File: src/rtl/rtc_pkg.sv
package rtc_pkg;

  typedef struct packed {
    logic       stop;
    logic [6:0] sec;
    logic [6:0] min;
    logic       kick;
    logic [5:0] hour;
    logic       ftest;
    logic [2:0] dow;
    logic [5:0] date;
    logic [4:0] month;
    logic [7:0] year;
  } rtc_time_t;

  localparam rtc_time_t RTC_RESET = '{stop: 1'b0, sec: 7'h00, min: 7'h00, kick: 1'b0,
                                      hour: 6'h00, ftest: 1'b0, dow: 3'd1, date: 6'h01,
                                      month: 5'h01, year: 8'h00};

  localparam logic [2:0] IDX_CTRL  = 3'd0;
  localparam logic [2:0] IDX_SEC   = 3'd1;
  localparam logic [2:0] IDX_MIN   = 3'd2;
  localparam logic [2:0] IDX_HOUR  = 3'd3;
  localparam logic [2:0] IDX_DOW   = 3'd4;
  localparam logic [2:0] IDX_DATE  = 3'd5;
  localparam logic [2:0] IDX_MONTH = 3'd6;
  localparam logic [2:0] IDX_YEAR  = 3'd7;

  // One BCD step with wrap from top back to low
  function automatic logic [7:0] bcd_step(input logic [7:0] v, input logic [7:0] top,
                                          input logic [7:0] low);
    if (v >= top)             return low;
    else if (v[3:0] >= 4'd9)  return {v[7:4] + 4'd1, 4'd0};
    else                      return v + 8'd1;
  endfunction

  // Last valid day of a month, BCD; leap when year mod 4 == 0 (10 = 2 mod 4)
  function automatic logic [7:0] month_last(input logic [4:0] mon, input logic [7:0] yr);
    logic [1:0] rem4;
    rem4 = {yr[4], 1'b0} + yr[1:0];
    case (mon)
      5'h02:                      return (rem4 == 2'd0) ? 8'h29 : 8'h28;
      5'h04, 5'h06, 5'h09, 5'h11: return 8'h30;
      default:                    return 8'h31;
    endcase
  endfunction

  function automatic logic [7:0] pack_reg(input rtc_time_t t, input logic [2:0] idx);
    case (idx)
      IDX_SEC:   return {t.stop, t.sec};
      IDX_MIN:   return {1'b0, t.min};
      IDX_HOUR:  return {t.kick, 1'b0, t.hour};
      IDX_DOW:   return {1'b0, t.ftest, 3'b000, t.dow};
      IDX_DATE:  return {2'b00, t.date};
      IDX_MONTH: return {3'b000, t.month};
      IDX_YEAR:  return t.year;
      default:   return 8'h00;
    endcase
  endfunction

  function automatic rtc_time_t merge_write(input rtc_time_t t, input logic [2:0] idx,
                                            input logic [7:0] d);
    rtc_time_t r;
    r = t;
    case (idx)
      IDX_SEC:   begin r.stop = d[7]; r.sec = d[6:0]; end
      IDX_MIN:   r.min = d[6:0];
      IDX_HOUR:  begin r.kick = d[7]; r.hour = d[5:0]; end
      IDX_DOW:   begin r.ftest = d[6]; r.dow = d[2:0]; end
      IDX_DATE:  r.date = d[5:0];
      IDX_MONTH: r.month = d[4:0];
      IDX_YEAR:  r.year = d;
      default:   r = t;
    endcase
    return r;
  endfunction

endpackage

File: src/rtl/rtc_calendar.sv
module rtc_calendar
  import rtc_pkg::*;
(
  input  logic      clk,
  input  logic      rst,
  input  logic      tick,
  input  logic      load,
  input  rtc_time_t load_val,
  output rtc_time_t time_q
);

  rtc_time_t nxt;
  logic sec_wrap, min_wrap, hour_wrap, date_wrap, month_wrap;

  always_comb begin
    sec_wrap   = time_q.sec >= 7'h59;
    min_wrap   = time_q.min >= 7'h59;
    hour_wrap  = time_q.hour >= 6'h23;
    date_wrap  = {2'b00, time_q.date} >= month_last(time_q.month, time_q.year);
    month_wrap = time_q.month >= 5'h12;
    nxt        = time_q;
    nxt.sec    = bcd_step({1'b0, time_q.sec}, 8'h59, 8'h00)[6:0];
    if (sec_wrap) begin
      nxt.min = bcd_step({1'b0, time_q.min}, 8'h59, 8'h00)[6:0];
      if (min_wrap) begin
        nxt.hour = bcd_step({2'b00, time_q.hour}, 8'h23, 8'h00)[5:0];
        if (hour_wrap) begin
          nxt.dow  = (time_q.dow >= 3'd7) ? 3'd1 : time_q.dow + 3'd1;
          nxt.date = date_wrap ? 6'h01 : bcd_step({2'b00, time_q.date}, 8'h31, 8'h01)[5:0];
          if (date_wrap) begin
            nxt.month = bcd_step({3'b000, time_q.month}, 8'h12, 8'h01)[4:0];
            if (month_wrap) nxt.year = bcd_step(time_q.year, 8'h99, 8'h00);
          end
        end
      end
    end
  end

  always_ff @(posedge clk) begin
    if (rst)                        time_q <= RTC_RESET;
    else if (load)                  time_q <= load_val;   // commit wins over tick
    else if (tick && !time_q.stop)  time_q <= nxt;
  end

  AST_HALT_HOLDS: assert property (@(posedge clk) disable iff (rst)
    (time_q.stop && !load) |=> $stable(time_q));
  AST_COMMIT_TAKES: assert property (@(posedge clk) disable iff (rst)
    load |=> (time_q == $past(load_val)));
  AST_SEC_WRAP: assert property (@(posedge clk) disable iff (rst)
    (tick && !load && !time_q.stop && time_q.sec == 7'h59) |=> (time_q.sec == 7'h00));

endmodule

File: src/rtl/rtc_host_if.sv
module rtc_host_if
  import rtc_pkg::*;
#(
  parameter int ADDR_W = 11
) (
  input  logic              clk,
  input  logic              rst,
  input  logic [ADDR_W-1:0] bus_addr,
  input  logic              bus_wr,
  input  logic [7:0]        bus_wdata,
  input  logic              bus_rd,
  output logic [7:0]        bus_rdata,
  input  rtc_time_t         cur_time,
  output logic              load,
  output rtc_time_t         load_val
);

  localparam int SEL_W = ADDR_W - 3;

  logic       wr_mode_q, freeze_q, sign_q;
  rtc_time_t  stage_q, vis_q;
  logic [7:0] rdata_q;
  logic       sel, ctrl_wr, time_wr;
  logic [2:0] idx;

  assign sel     = (bus_addr[ADDR_W-1:3] == {SEL_W{1'b1}});
  assign idx     = bus_addr[2:0];
  assign ctrl_wr = bus_wr && sel && (idx == IDX_CTRL);
  assign time_wr = bus_wr && sel && (idx != IDX_CTRL);

  // falling update bit commits the shadow set
  assign load     = ctrl_wr && wr_mode_q && !bus_wdata[7];
  assign load_val = stage_q;

  always_ff @(posedge clk) begin
    if (rst) begin
      wr_mode_q <= 1'b0;
      freeze_q  <= 1'b0;
      sign_q    <= 1'b0;
    end else if (ctrl_wr) begin
      wr_mode_q <= bus_wdata[7];
      freeze_q  <= bus_wdata[6];
      sign_q    <= bus_wdata[5];
    end
  end

  always_ff @(posedge clk) begin
    if (rst)                                   stage_q <= RTC_RESET;
    else if (ctrl_wr && bus_wdata[7] && !wr_mode_q) stage_q <= cur_time;
    else if (time_wr && wr_mode_q)             stage_q <= merge_write(stage_q, idx, bus_wdata); // else dropped
  end

  always_ff @(posedge clk) begin
    if (rst)            vis_q <= RTC_RESET;
    else if (!freeze_q) vis_q <= cur_time;
  end

  always_ff @(posedge clk) begin
    if (rst) rdata_q <= 8'h00;
    else if (bus_rd) begin
      if (!sel)                  rdata_q <= 8'h00;
      else if (idx == IDX_CTRL)  rdata_q <= {wr_mode_q, freeze_q, sign_q, 5'b00000};
      else                       rdata_q <= pack_reg(vis_q, idx);
    end
  end

  assign bus_rdata = rdata_q;

  AST_FREEZE_HOLD: assert property (@(posedge clk) disable iff (rst)
    freeze_q |=> $stable(vis_q));
  AST_UNMAPPED_ZERO: assert property (@(posedge clk) disable iff (rst)
    (bus_rd && !sel) |=> (bus_rdata == 8'h00));
  AST_IDLE_NO_LOAD: assert property (@(posedge clk) disable iff (rst)
    (!wr_mode_q && !ctrl_wr) |=> $stable(stage_q));

endmodule

File: src/rtl/rtc_bcd_bank.sv
module rtc_bcd_bank
  import rtc_pkg::*;
#(
  parameter int ADDR_W = 11
) (
  input  logic              clk,
  input  logic              rst,
  input  logic              tick_1hz,
  input  logic [ADDR_W-1:0] bus_addr,
  input  logic              bus_wr,
  input  logic [7:0]        bus_wdata,
  input  logic              bus_rd,
  output logic [7:0]        bus_rdata
);

  rtc_time_t time_q, load_val;
  logic      load;

  rtc_host_if #(.ADDR_W(ADDR_W)) u_host (
    .clk(clk), .rst(rst), .bus_addr(bus_addr), .bus_wr(bus_wr), .bus_wdata(bus_wdata),
    .bus_rd(bus_rd), .bus_rdata(bus_rdata), .cur_time(time_q), .load(load),
    .load_val(load_val)
  );

  rtc_calendar u_cal (
    .clk(clk), .rst(rst), .tick(tick_1hz), .load(load), .load_val(load_val),
    .time_q(time_q)
  );

endmodule

File: config.mk
export PLATFORM = sky130hd
export DESIGN_NAME = rtc_bcd_bank
export DESIGN_NICKNAME = d
export VERILOG_FILES = /design/src/rtl/rtc_pkg.sv /design/src/rtl/rtc_calendar.sv /design/src/rtl/rtc_host_if.sv /design/src/rtl/rtc_bcd_bank.sv
export SDC_FILE = /design/constraint.sdc
export NUM_CORES = 1
export LEC_CHECK = 0
export BUFFER_PORTS_ARGS = -buffer_cell sky130_fd_sc_hd__buf_2
export CAP_MARGIN = 15
export CORE_ASPECT_RATIO = 1.75
export CORE_MARGIN = 1.5
export CORE_UTILIZATION = 42
export CTS_CLUSTER_SIZE = 10
export DETAILED_ROUTE_END_ITERATION = 10
export GPL_TIMING_DRIVEN = 1
export SLEW_MARGIN = 0
export SYNTH_ARGS = -nofsm -noshare
export SYNTH_HDL_FRONTEND = slang
export SYNTH_SLANG_ARGS = --single-unit
File: constraint.sdc
create_clock -name clk -period 4.6 [get_ports clk]
set_input_delay 0 -clock clk [delete_from_list [all_inputs] [get_ports clk]]
set_output_delay 0 -clock clk [all_outputs]
set_load 0.01 [all_outputs]
==> run_results.csv, run 1 <==
group,metric,value,unit
critical_path,critPathArrivalTime,4.03,ns
timing,report.final.setup_viol,0,
route,drt.antenna.violating_nets,0,
synthesis,postSynthCellCount,887,
critical_path,timing.rr.end,"u_cal.time_q[1]",
critical_path,worstPathRequired,4.92,ns
synthesis,syn-cell-area,7590,sq um
clock_network,h-tree-depth,4,
floorplanning,die_height,181,microns
critical_path,cp_capture_type,"flip-flop",
cells_and_area,num_antenna_cells,0,
timing,timing.final.crit_share,80.7,%
clock_network,clk_pin_slew,0.06,ns
critical_path,critical_path.max_fanout,8,
timing,tns,0,ns
floorplanning,io_pins,32,
clock_network,cts_hold_repair.buffers,3,
placed_design,gp_congestion,0.873,
route,routed_wire_length_per_instance,21.0,microns
synthesis,yosys_most_used_dff,"sky130_fd_sc_hd__dfxtp_1",
clock_network,cts_max_path_buffers,2,
clock_network,clockRootBuffer,"sky130_fd_sc_hd__clkbuf_16",
synthesis,synth_top_cells_by_area,"sky130_fd_sc_hd__dfxtp_1 39%, sky130_fd_sc_hd__mux2i_1 7.4%, sky130_fd_sc_hd__ha_1 5.4%",
pwr,pwr_density_cell,335,nW/um^2
synthesis,syn_avg_cell_area,8.55,sq um
timing,slew_headroom,22.9,%
synthesis,synth_area_leader_cell,"sky130_fd_sc_hd__dfxtp_1",
route,drt_drc_violations_left,0,
flow_run,max_cap_viol_count,0,
route,wirelength,23700,microns
critical_path,r2r_start,"u_cal.time_q[9]",
timing,worst_clock_skew,0.0104,ns
timing,final_max_slew_viol_count,0,
route,drt_first_iter_violations,473,
global_route,antenna_violations_before_repair,0,
clock_network,cts_tree,"built",
global_route,grt_first_pass_wirelength,37300,microns
synthesis,yosys_warnings,0,
floorplanning,horiz_die_dim,105,microns
floorplanning,placeableCoreArea,17600,sq um
placed_design,place_hpwl,15400,microns
synthesis,number_of_flops_mapped_to_enable_cells_by_yosys,0,
critical_path,r2r_setup_slack,0.89,ns
timing,timing.final.crit_period,3.71,ns
critical_path,timing_worst_setup_path_type,"reg2reg",
synthesis,yosys.cell_types.count,72,
timing,achievable_frequency,0.269,GHz
global_route,grt-ovfl-total,0,
floorplanning,row_count,64,
min_path,hold_path_class,"in2reg",
min_path,hold_path_depth,3,
clock_network,cts_made_buffers,17,
synthesis,post_synthesis_sequential_area_ratio,38.5,%
synthesis,mappedNetlistNets,944,
critical_path,r2r.worst_path.cells,10,
synthesis,yosys_register_bits,146,
cells_and_area,fin_nets,941,
route,via_count,6950,
timing,max_slew.worst_pin.slew,1.15,ns
min_path,hold-path-endpoint,"u_host.load_val[19]",
clock_network,sinks_on_clock_net,146,
cells_and_area,ratio_of_cells_with_drive_above_1_in_the_final_layout,10.3,%
min_path,hold_path.startpoint,"bus_wdata[0]",
placed_design,place.port_buffers,31,
route,dr.pass1.iters,5,
timing,hold_violations,0,
critical_path,worstSetupStartpointType,"flip-flop",
floorplanning,die_area,18900,sq um
synthesis,proportion_of_synthesized_flip_flops_having_asynchronous_set_or_reset,0,%
global_route,grt_max_degree,74,
pwr,power.leakage,2.97,nW
global_route,track_usage,25.5,%
outcome,outcome,"complete, no violations",
pwr,post-layout-total-power,0.00285,W
clock_network,post_cts_resize_count,0,
timing,finalHoldWorstSlack,0.0448,ns
route,vias_per_instance,6.16,
clock_network,postCtsSetupBuffers,0,
floorplanning,start_util,43.1,%
clock_network,worst_skew_late_latency,0.43,ns
global_route,via_count_of_the_first_global_routing_pass,6569,
synthesis,synth_largest_type_area_fraction,38.5,%
timing,grt_setup_unrepaired,"no",
pwr,worst_case_vdd_ir_drop,0.229,mV
cells_and_area,layout-area-overhead-vs-synth,12.1,%
-- stage by stage --
| stage | util, % | std cells | instance area (sq um) | worst slack, ns |
|---|---|---|---|---|
| 3_5_place_dp | 44.6 | 1093 | 7860 | 0.950 |
| 6_report | 48.3 | 1128 | 8500 | 0.889 |
| 2_1_floorplan | - | 887 | 7590 | 1.41 |
| 5_1_grt | 48.3 | 1128 | 8500 | 0.517 |
| 3_3_place_gp | 44.6 | 1093 | 7860 | 1.04 |
| 4_1_cts | 48.3 | 1128 | 8500 | 0.927 |
-- synthesized netlist by cell type (all sizes together), types with 4 or more instances --
master / n
nor4b: 4
nor4: 6
a211oi: 7
a311oi: 10
dfxtp: 146
and4: 4
nand3: 38
nor2b: 4
or3: 7
a21oi: 81
a22oi: 45
nand2b: 5
nand4: 5
o21ai: 32
and2: 13
mux2: 8
a31oi: 13
nor3: 10
xnor2: 6
inv: 26
a21o: 4
nand2: 78
ha: 33
o2111ai: 4
mux2i: 56
nor2: 82
or4: 6
or4b: 4
o211ai: 6
buf: 14
a221oi: 4
o31ai: 8
o22ai: 4
and3: 7
clkbuf: 54
-- area by class of cell --
cell class	count	area (sq um)
fillers	1778	9110
multi-input cells	647	4300
flip-flops and latches	146	2920
clock buffers	19	433
well taps	231	289
repair buffers	46	278
clock inverters	13	184
inverters	26	97.6
-- layout by cell type, fill, tap and decap left out, types with 7 or more instances in the layout --
cell	count
sky130_fd_sc_hd__a211oi_1	7
sky130_fd_sc_hd__a21oi_1	81
sky130_fd_sc_hd__a22oi_1	45
sky130_fd_sc_hd__a311oi_1	10
sky130_fd_sc_hd__a31oi_1	13
sky130_fd_sc_hd__and2_1	10
sky130_fd_sc_hd__and3_1	7
sky130_fd_sc_hd__buf_2	30
sky130_fd_sc_hd__buf_4	13
sky130_fd_sc_hd__clkbuf_16	17
sky130_fd_sc_hd__dfxtp_1	145
sky130_fd_sc_hd__ha_1	33
sky130_fd_sc_hd__inv_1	26
sky130_fd_sc_hd__mux2_2	8
sky130_fd_sc_hd__mux2i_1	56
sky130_fd_sc_hd__nand2_1	78
sky130_fd_sc_hd__nand3_1	38
sky130_fd_sc_hd__nor2_1	82
sky130_fd_sc_hd__nor3_1	9
sky130_fd_sc_hd__o21ai_0	32
sky130_fd_sc_hd__o31ai_1	8
sky130_fd_sc_hd__or3_1	7
-- worst max-delay path, stage by stage (launching register included) --
cell                      delay, ns
sky130_fd_sc_hd__dfxtp_1       0.48
sky130_fd_sc_hd__ha_1          0.28
sky130_fd_sc_hd__nor4b_1       0.43
sky130_fd_sc_hd__o21ai_0       0.17
sky130_fd_sc_hd__o211a_1       0.14
sky130_fd_sc_hd__ha_1          0.26
sky130_fd_sc_hd__or4b_1        0.49
sky130_fd_sc_hd__a22oi_1       0.41
sky130_fd_sc_hd__nor2_1        0.19
sky130_fd_sc_hd__a21oi_1       0.38
sky130_fd_sc_hd__mux2_2        0.37
-- cells by family after synthesis --
logic type               share of synthesized area, %
AO/OA/AOI/OAI                                    22.4
XOR/XNOR                                        0.924
adder cells (fa/ha/maj)                          5.44
buffers and inverters                            4.91
flip-flops                                       38.5
multiplexers                                     9.17
AND/OR/NAND/NOR                                  18.6
-- sequential cells by signal, indices dropped and copies added (netlist names) --
name	count
u_cal.time_q	45
u_host.sign_q	1
u_host.load_val	45
u_host.bus_rdata	8
u_host.wr_mode_q	1
u_host.vis_q	45
u_host.freeze_q	1
-- routing by layer --
| metal | global-route usage (%) | vias to the layer above | wire length (microns) |
|---|---|---|---|
| met5 | 0 | - | 0 |
| met4 | 14.3 | 0 | 1020 |
| met3 | 2.81 | 62 | 1130 |
| met2 | 42.6 | 259 | 11600 |
| met1 | 31.7 | 3361 | 9960 |
| li1 | - | 3268 | - |
-- worst max-delay path by stage --
stage	startpoint	to
2_1_floorplan	u_cal.time_q[8]	u_cal.time_q[1]
3_3_place_gp	u_cal.time_q[9]	u_cal.time_q[1]
3_5_place_dp	u_cal.time_q[9]	u_cal.time_q[1]
4_1_cts	u_cal.time_q[9]	u_cal.time_q[1]
5_1_grt	u_cal.time_q[9]	u_cal.time_q[1]
6_report	u_cal.time_q[9]	u_cal.time_q[1]
-- power breakdown --
group / internal, W / total, W / leakage [nW] / switching [W]
combinational: 0.0000238 / 0.0000970 / 1.50 / 0.0000732
sequential: 0.00127 / 0.00127 / 1.18 / 0.00000398
clock: 0.000909 / 0.00148 / 0.294 / 0.000570
total: 0.00220 / 0.00285 / 2.97 / 0.000647
(Power assumes the default switching activity.)
==> inputs of run 2 (changes only) <==
==> constraint.sdc (replaced) <==
create_clock -name clk -period 3.3 [get_ports clk]
set_input_delay 0 -clock clk [delete_from_list [all_inputs] [get_ports clk]]
set_output_delay 0 -clock clk [all_outputs]
set_load 0.01 [all_outputs]
==> run 2 against run 1 <==
Compared with the run above: global-route usage rose by 0.12 points; non-clock buffer count rose by 16; power rose by 32%; first-iteration DRC count fell by 13%; critical path depth rose by 1; sequential power rose by 39%; die area did not move; clock skew rose by 0.00092 ns; register-to-register slack got worse by 0.75 ns; clock power rose by 24%; worst hold slack got worse by 0.013 ns; sequential cell count did not move.
==> run_results.csv, run 2 (synthesis gave the netlist of run 1 again) <==
group,metric,value,unit
timing,final_max_slew_viol_count,0,
route,routed_wire_length_per_instance,20.8,microns
pwr,netSwitchingFraction,24.9,%
floorplanning,io_pins,32,
global_route,via_count_of_the_first_global_routing_pass,6716,
cells_and_area,fin_nets,957,
timing,worst_clock_skew,0.0113,ns
timing,max_slew.worst_pin.slew,1.16,ns
cells_and_area,layout-area-overhead-vs-synth,13.0,%
placed_design,place.port_buffers,31,
timing,report.final.setup_viol,0,
critical_path,worstSetupStartpointType,"flip-flop",
critical_path,cp_capture_type,"flip-flop",
global_route,gr-usage-met2,43.8,%
pwr,worst_case_vdd_ir_drop,0.314,mV
floorplanning,horiz_die_dim,105,microns
critical_path,critPathArrivalTime,3.48,ns
critical_path,timing_worst_setup_path_type,"reg2reg",
placed_design,place_hpwl,15900,microns
clock_network,cts_max_path_buffers,2,
global_route,antenna_violations_before_repair,0,
pwr,power_frac_clock,49.0,%
floorplanning,die_height,181,microns
flow_run,max_cap_viol_count,0,
clock_network,clk_pin_slew,0.06,ns
clock_network,sinks_on_clock_net,146,
pwr,comb_power_share,3.7,%
outcome,outcome,"complete, no violations",
floorplanning,start_util,43.1,%
timing,slew_headroom,22.8,%
cells_and_area,stdcell_area,8570,sq um
timing,hold_violations,0,
route,drt_drc_violations_left,0,
pwr,pwr_density_cell,437,nW/um^2
global_route,grtUsageMet1,30.9,%
critical_path,worstPathRequired,3.63,ns
cells_and_area,layoutNonFillerInstCount,1144,
clock_network,cts_tree,"built",
global_route,track_usage,25.6,%
placed_design,placed_cells,1108,
cells_and_area,ratio_of_cells_with_drive_above_1_in_the_final_layout,12.4,%
route,vias_per_instance,6.11,
clock_network,worst_skew_late_latency,0.43,ns
route,drt.antenna.violating_nets,0,
floorplanning,placeableCoreArea,17600,sq um
route,dr.pass1.iters,5,
clock_network,h-tree-depth,4,
floorplanning,row_count,64,
min_path,hold_path_class,"in2reg",
clock_network,clockRootBuffer,"sky130_fd_sc_hd__clkbuf_16",
global_route,grt_first_pass_wirelength,37600,microns
timing,timing.final.crit_share,95.7,%
clock_network,cts_made_buffers,17,
global_route,grt-busiest-layer,"met2",
route,wirelength,23900,microns
timing,timing.final.crit_period,3.16,ns
cells_and_area,num_antenna_cells,0,
route,via_count,6985,
floorplanning,die_area,18900,sq um
cells_and_area,layout.cells.most_common,"sky130_fd_sc_hd__dfxtp_1",
cells_and_area,filler_cell_count,1769,
timing,achievable_frequency,0.317,GHz
placed_design,gp_congestion,0.880,
global_route,grt-ovfl-total,0,
placed_design,placed_area,7960,sq um
cells_and_area,most-common-layout-cells,"145 x sky130_fd_sc_hd__dfxtp_1, 82 x sky130_fd_sc_hd__nor2_1, 80 x sky130_fd_sc_hd__a21oi_1, 78 x sky130_fd_sc_hd__nand2_1, 56 x sky130_fd_sc_hd__mux2i_1",
pwr,power_switching,0.000934,W
pwr,power.sequential.fraction,47.3,%
critical_path,critical_path.max_fanout,5,
pwr,power.leakage,3.03,nW
global_route,grt_max_degree,74,
pwr,internal_power,0.00281,W
route,drt_first_iter_violations,412,
timing,finalHoldWorstSlack,0.0315,ns
global_route,grt.met3_usage,3.57,%
==> run 2: layer usage <==
layer  share of wire (%)  wire length, microns  vias to the layer above
met5                   0                     0                        -
met4                 4.4                  1060                        0
met3                 4.2                  1010                       66
met2                  49                 11700                      232
met1                  42                 10100                     3396
li1                    -                     -                     3291
==> run 2: cell type report <==
cell class / count / area [sq um] / area share, %
flip-flops and latches: 146 / 2920 / 34.1
clock buffers: 19 / 453 / 5.28
inverters: 26 / 97.6 / 1.14
repair buffers: 62 / 398 / 4.64
multi-input cells: 647 / 4310 / 50.3
well taps: 231 / 289 / 3.37
clock inverters: 13 / 103 / 1.20
==> run 2: path summary, 6_finish.rpt <==
check / start / end / slack (ns) / depth (start not counted)
setup reg to reg: u_cal.time_q[8] / u_cal.time_q[14] / 0.14 / 11
hold reg to reg: u_host.load_val[30] / u_host.load_val[30] / 0.45 / 2
hold / removal: bus_wdata[0] / u_host.load_val[19] / 0.03 / 3
setup / recovery: u_cal.time_q[8] / u_cal.time_q[14] / 0.14 / 11
==> run 2: critical path, stage by stage, from the launching register on <==
cell and delay, ns:
sky130_fd_sc_hd__dfxtp_1 0.31, sky130_fd_sc_hd__inv_1 0.13, sky130_fd_sc_hd__ha_1 0.23, sky130_fd_sc_hd__nor4b_2 0.25
sky130_fd_sc_hd__o21ai_0 0.16, sky130_fd_sc_hd__o211a_1 0.14, sky130_fd_sc_hd__ha_1 0.26, sky130_fd_sc_hd__or4b_1 0.51
sky130_fd_sc_hd__a222oi_1 0.43, sky130_fd_sc_hd__and2_4 0.25, sky130_fd_sc_hd__nand3_1 0.08, sky130_fd_sc_hd__a311oi_1 0.30
==> run 2: repair_timing <==
item,4_1_cts,5_1_grt
resized for setup,1,4
setup endpoints to repair,5,9
pin swaps,0,1
hold buffers,3,0
hold endpoints to repair,7,0
buffers inserted,0,1
==> run 2: per-stage QoR <==
step	util [%]	total power [W]	setup TNS, ns	worst slack, ns
6_report	48.7	0.00374	0	0.142
4_1_cts	48.5	0.00377	0	0.0232
2_1_floorplan	-	0.00188	0	0.115
5_1_grt	48.7	0.00386	-0.0463	-0.0463
3_5_place_dp	45.2	0.00194	-0.116	-0.0899
3_3_place_gp	45.2	0.00194	-0.00412	-0.00412
==> run 2: power by group through the flow <==
stage	sequential, W	clock (W)	combinational [W]
finish	0.00177	0.00184	0.000138
global route	0.00177	0.00195	0.000147
CTS	0.00177	0.00186	0.000137
detailed placement	0.00181	0	0.000133
global placement	0.00181	0	0.000133
floorplan	0.00181	0	0.0000716
==> inputs of run 3 (changes only) <==
--- a/config.mk
+++ b/config.mk
@@ -13,6 +13,7 @@
 export CTS_CLUSTER_SIZE = 10
 export DETAILED_ROUTE_END_ITERATION = 10
 export GPL_TIMING_DRIVEN = 1
+export PLACE_DENSITY = 0.63
 export SLEW_MARGIN = 0
 export SYNTH_ARGS = -nofsm -noshare
 export SYNTH_HDL_FRONTEND = slang
==> run 3 against run 2 <==
Compared with the run above: power grew 5.6%; worst hold slack got worse by 0.0086 ns; utilization up 0.58 points; die area did not move; fmax grew 0.83%; register-to-register slack better by 0.03 ns; sequential cell count did not move; non-clock buffer count increased by 5; sequential power is essentially flat; sequential share of layout area decreased by 0.40 points; design area is 1.2% higher.
==> run_results.csv, run 3 (synthesis gave the netlist of run 1 again) <==
group,metric,value,unit
outcome,outcome,"complete, no violations",
floorplanning,horiz_die_dim,105,microns
placed_design,placement.setup.worst_slack,-0.125,ns
clock_network,h-tree-depth,4,
timing,achievable_frequency,0.319,GHz
timing,slew_headroom,33.7,%
floorplanning,row_count,64,
critical_path,largest_stage_delay_worst_path,0.51,ns
timing,final_worst_slack,0.168,ns
cells_and_area,ratio_of_cells_with_drive_above_1_in_the_final_layout,12.4,%
cells_and_area,layout.cells.most_common,"sky130_fd_sc_hd__dfxtp_1",
pwr,internal_power,0.00302,W
pwr,power_switching,0.000933,W
floorplanning,placeableCoreArea,17600,sq um
route,drt_drc_violations_left,0,
global_route,antenna_violations_before_repair,0,
critical_path,worstPathRequired,3.58,ns
timing,hold_violations,0,
clock_network,cts_max_path_buffers,2,
placed_design,place.port_buffers,31,
critical_path,critPathArrivalTime,3.42,ns
cells_and_area,stdcell_area,8670,sq um
route,drt.antenna.violating_nets,0,
timing,timing.final.crit_period,3.13,ns
global_route,via_count_of_the_first_global_routing_pass,6731,
critical_path,crit_chain,"inv_1, ha_1, nor4b_2, o21ai_0, o211a_1, ha_1, or4b_1, a22oi_2, buf_4, or4_4, buf_4, mux2i_1, o21ai_0",
route,dr.pass1.iters,7,
floorplanning,start_util,43.1,%
timing,final_max_slew_viol_count,0,
global_route,track_usage,25.0,%
route,drt_first_iter_violations,615,
pwr,comb_power_share,3.5,%
timing,grt_setup_unrepaired,"no",
critical_path,critical_path.max_fanout,10,
cells_and_area,fin_nets,962,
pwr,netSwitchingFraction,23.6,%
floorplanning,die_height,181,microns
placed_design,gp_congestion,0.881,
cells_and_area,layoutNonFillerInstCount,1148,
pwr,power.sequential.fraction,44.8,%
pwr,power.leakage,3.08,nW
route,vias_per_instance,6.11,
placed_design,placed_area,8000,sq um
global_route,grt-ovfl-total,0,
placed_design,place_hpwl,15700,microns
clock_network,clockRootBuffer,"sky130_fd_sc_hd__clkbuf_16",
clock_network,sinks_on_clock_net,146,
floorplanning,io_pins,32,
clock_network,clk_pin_slew,0.07,ns
cells_and_area,filler_cell_count,1741,
placed_design,placed_cells,1111,
cells_and_area,layout-area-overhead-vs-synth,14.3,%
flow_run,max_cap_viol_count,0,
pwr,power_frac_clock,51.7,%
clock_network,worst_skew_late_latency,0.44,ns
critical_path,r2r_setup_slack,0.17,ns
critical_path,timing_worst_setup_path_type,"reg2reg",
min_path,hold_path_class,"in2reg",
critical_path,worstSetupStartpointType,"flip-flop",
global_route,grt_max_degree,130,
cells_and_area,num_antenna_cells,0,
pwr,worst_case_vdd_ir_drop,0.261,mV
critical_path,crit_path_top_delay_cell,"sky130_fd_sc_hd__or4b_1",
timing,report.final.setup_viol,0,
timing,timing.final.crit_share,94.9,%
floorplanning,die_area,18900,sq um
route,routed_wire_length_per_instance,20.4,microns
pwr,pwr_density_cell,456,nW/um^2
route,via_count,7014,
global_route,grt_first_pass_wirelength,36500,microns
cells_and_area,most-common-layout-cells,"145 x sky130_fd_sc_hd__dfxtp_1, 82 x sky130_fd_sc_hd__nor2_1, 81 x sky130_fd_sc_hd__a21oi_1, 78 x sky130_fd_sc_hd__nand2_1, 56 x sky130_fd_sc_hd__mux2i_1",
critical_path,cp_capture_type,"flip-flop",
route,wirelength,23400,microns
timing,worst_clock_skew,0.0113,ns
timing,max_slew.worst_pin.slew,0.994,ns
clock_network,cts_tree,"built",
clock_network,cts_made_buffers,17,
## run 3: cell types whose count changed in the layout (fill, tap and decap cells not counted)
cell                            change
sky130_fd_sc_hd__clkinv_4           -4
sky130_fd_sc_hd__buf_4              +3
sky130_fd_sc_hd__bufinv_16          +3
sky130_fd_sc_hd__inv_6              +3
sky130_fd_sc_hd__a21oi_1            +1
sky130_fd_sc_hd__a21oi_2            -1
sky130_fd_sc_hd__and2_1             +1
sky130_fd_sc_hd__and2_4             -1
sky130_fd_sc_hd__buf_12             +1
sky130_fd_sc_hd__clkbuf_8           -1
sky130_fd_sc_hd__clkinv_2           -1
sky130_fd_sc_hd__clkinvlp_4         -1
sky130_fd_sc_hd__dlygate4sd3_1      +1
## run 3: stage by stage
step	hold slack, ns	util, %	setup TNS, ns	power [W]
after detailed placement	0.406	45.4	-0.420	0.00194
after global routing	0.0553	49.2	0	0.00405
after floorplan	0.128	-	0	0.00188
after CTS	0.00584	49.1	0	0.00397
final	0.0229	49.2	0	0.00395
after global placement	0.403	45.4	-0.0273	0.00194
## run 3: worst paths after layout
| check | from | end | cells after the start |
|---|---|---|---|
| worst min-delay path | bus_wdata[7] | u_host.wr_mode_q | 3 |
| worst min register to register | u_host.load_val[32] | u_host.load_val[32] | 2 |
| worst max register to register | u_cal.time_q[8] | u_cal.time_q[8] | 13 |
| worst max-delay path | u_cal.time_q[8] | u_cal.time_q[8] | 13 |
## run 3: power groups by stage
stage / clock network (W) / logic (W) / registers, W
after global placement: 0 / 0.000132 / 0.00181
after floorplan: 0 / 0.0000716 / 0.00181
after global routing: 0.00213 / 0.000147 / 0.00177
after CTS: 0.00207 / 0.000136 / 0.00177
final: 0.00204 / 0.000138 / 0.00177
after detailed placement: 0 / 0.000132 / 0.00181
## run 3: layer usage
metal	wire [microns]	GRT usage, %	up-vias	share of wire [%]
li1	-	-	3310	-
met5	0	0	-	0
met4	1260	16.2	0	5.4
met3	1220	4.26	69	5.2
met1	9270	28.7	3380	40
met2	11700	42.6	255	50
## run 3: area by class of cell
class	instances	area (sq um)	area share, %
clock inverter	13	171	1.98
inverter	26	97.6	1.13
tap	231	289	3.33
timing repair buffer	67	450	5.19
clock buffer	18	439	5.06
multi-input combinational	647	4300	49.6
sequential	146	2920	33.7
## run 3: timing repair
item	CTS	global route
endpoints found under the hold margin	7	0
gates resized for setup	1	1
setup buffers	0	2
setup endpoints to repair	7	11
pin swaps	0	1
hold buffers	4	0
## run 3: critical path: cells and delay by family (launching register included)
family                     cells  cell delay, ns
adders and majority gates      2            0.48
DFF                            1            0.31
AOI/OAI and AO/OA              4            0.62
buffers and inverters          3            0.45
and+or+nand+nor                3            0.93
muxes                          1            0.18
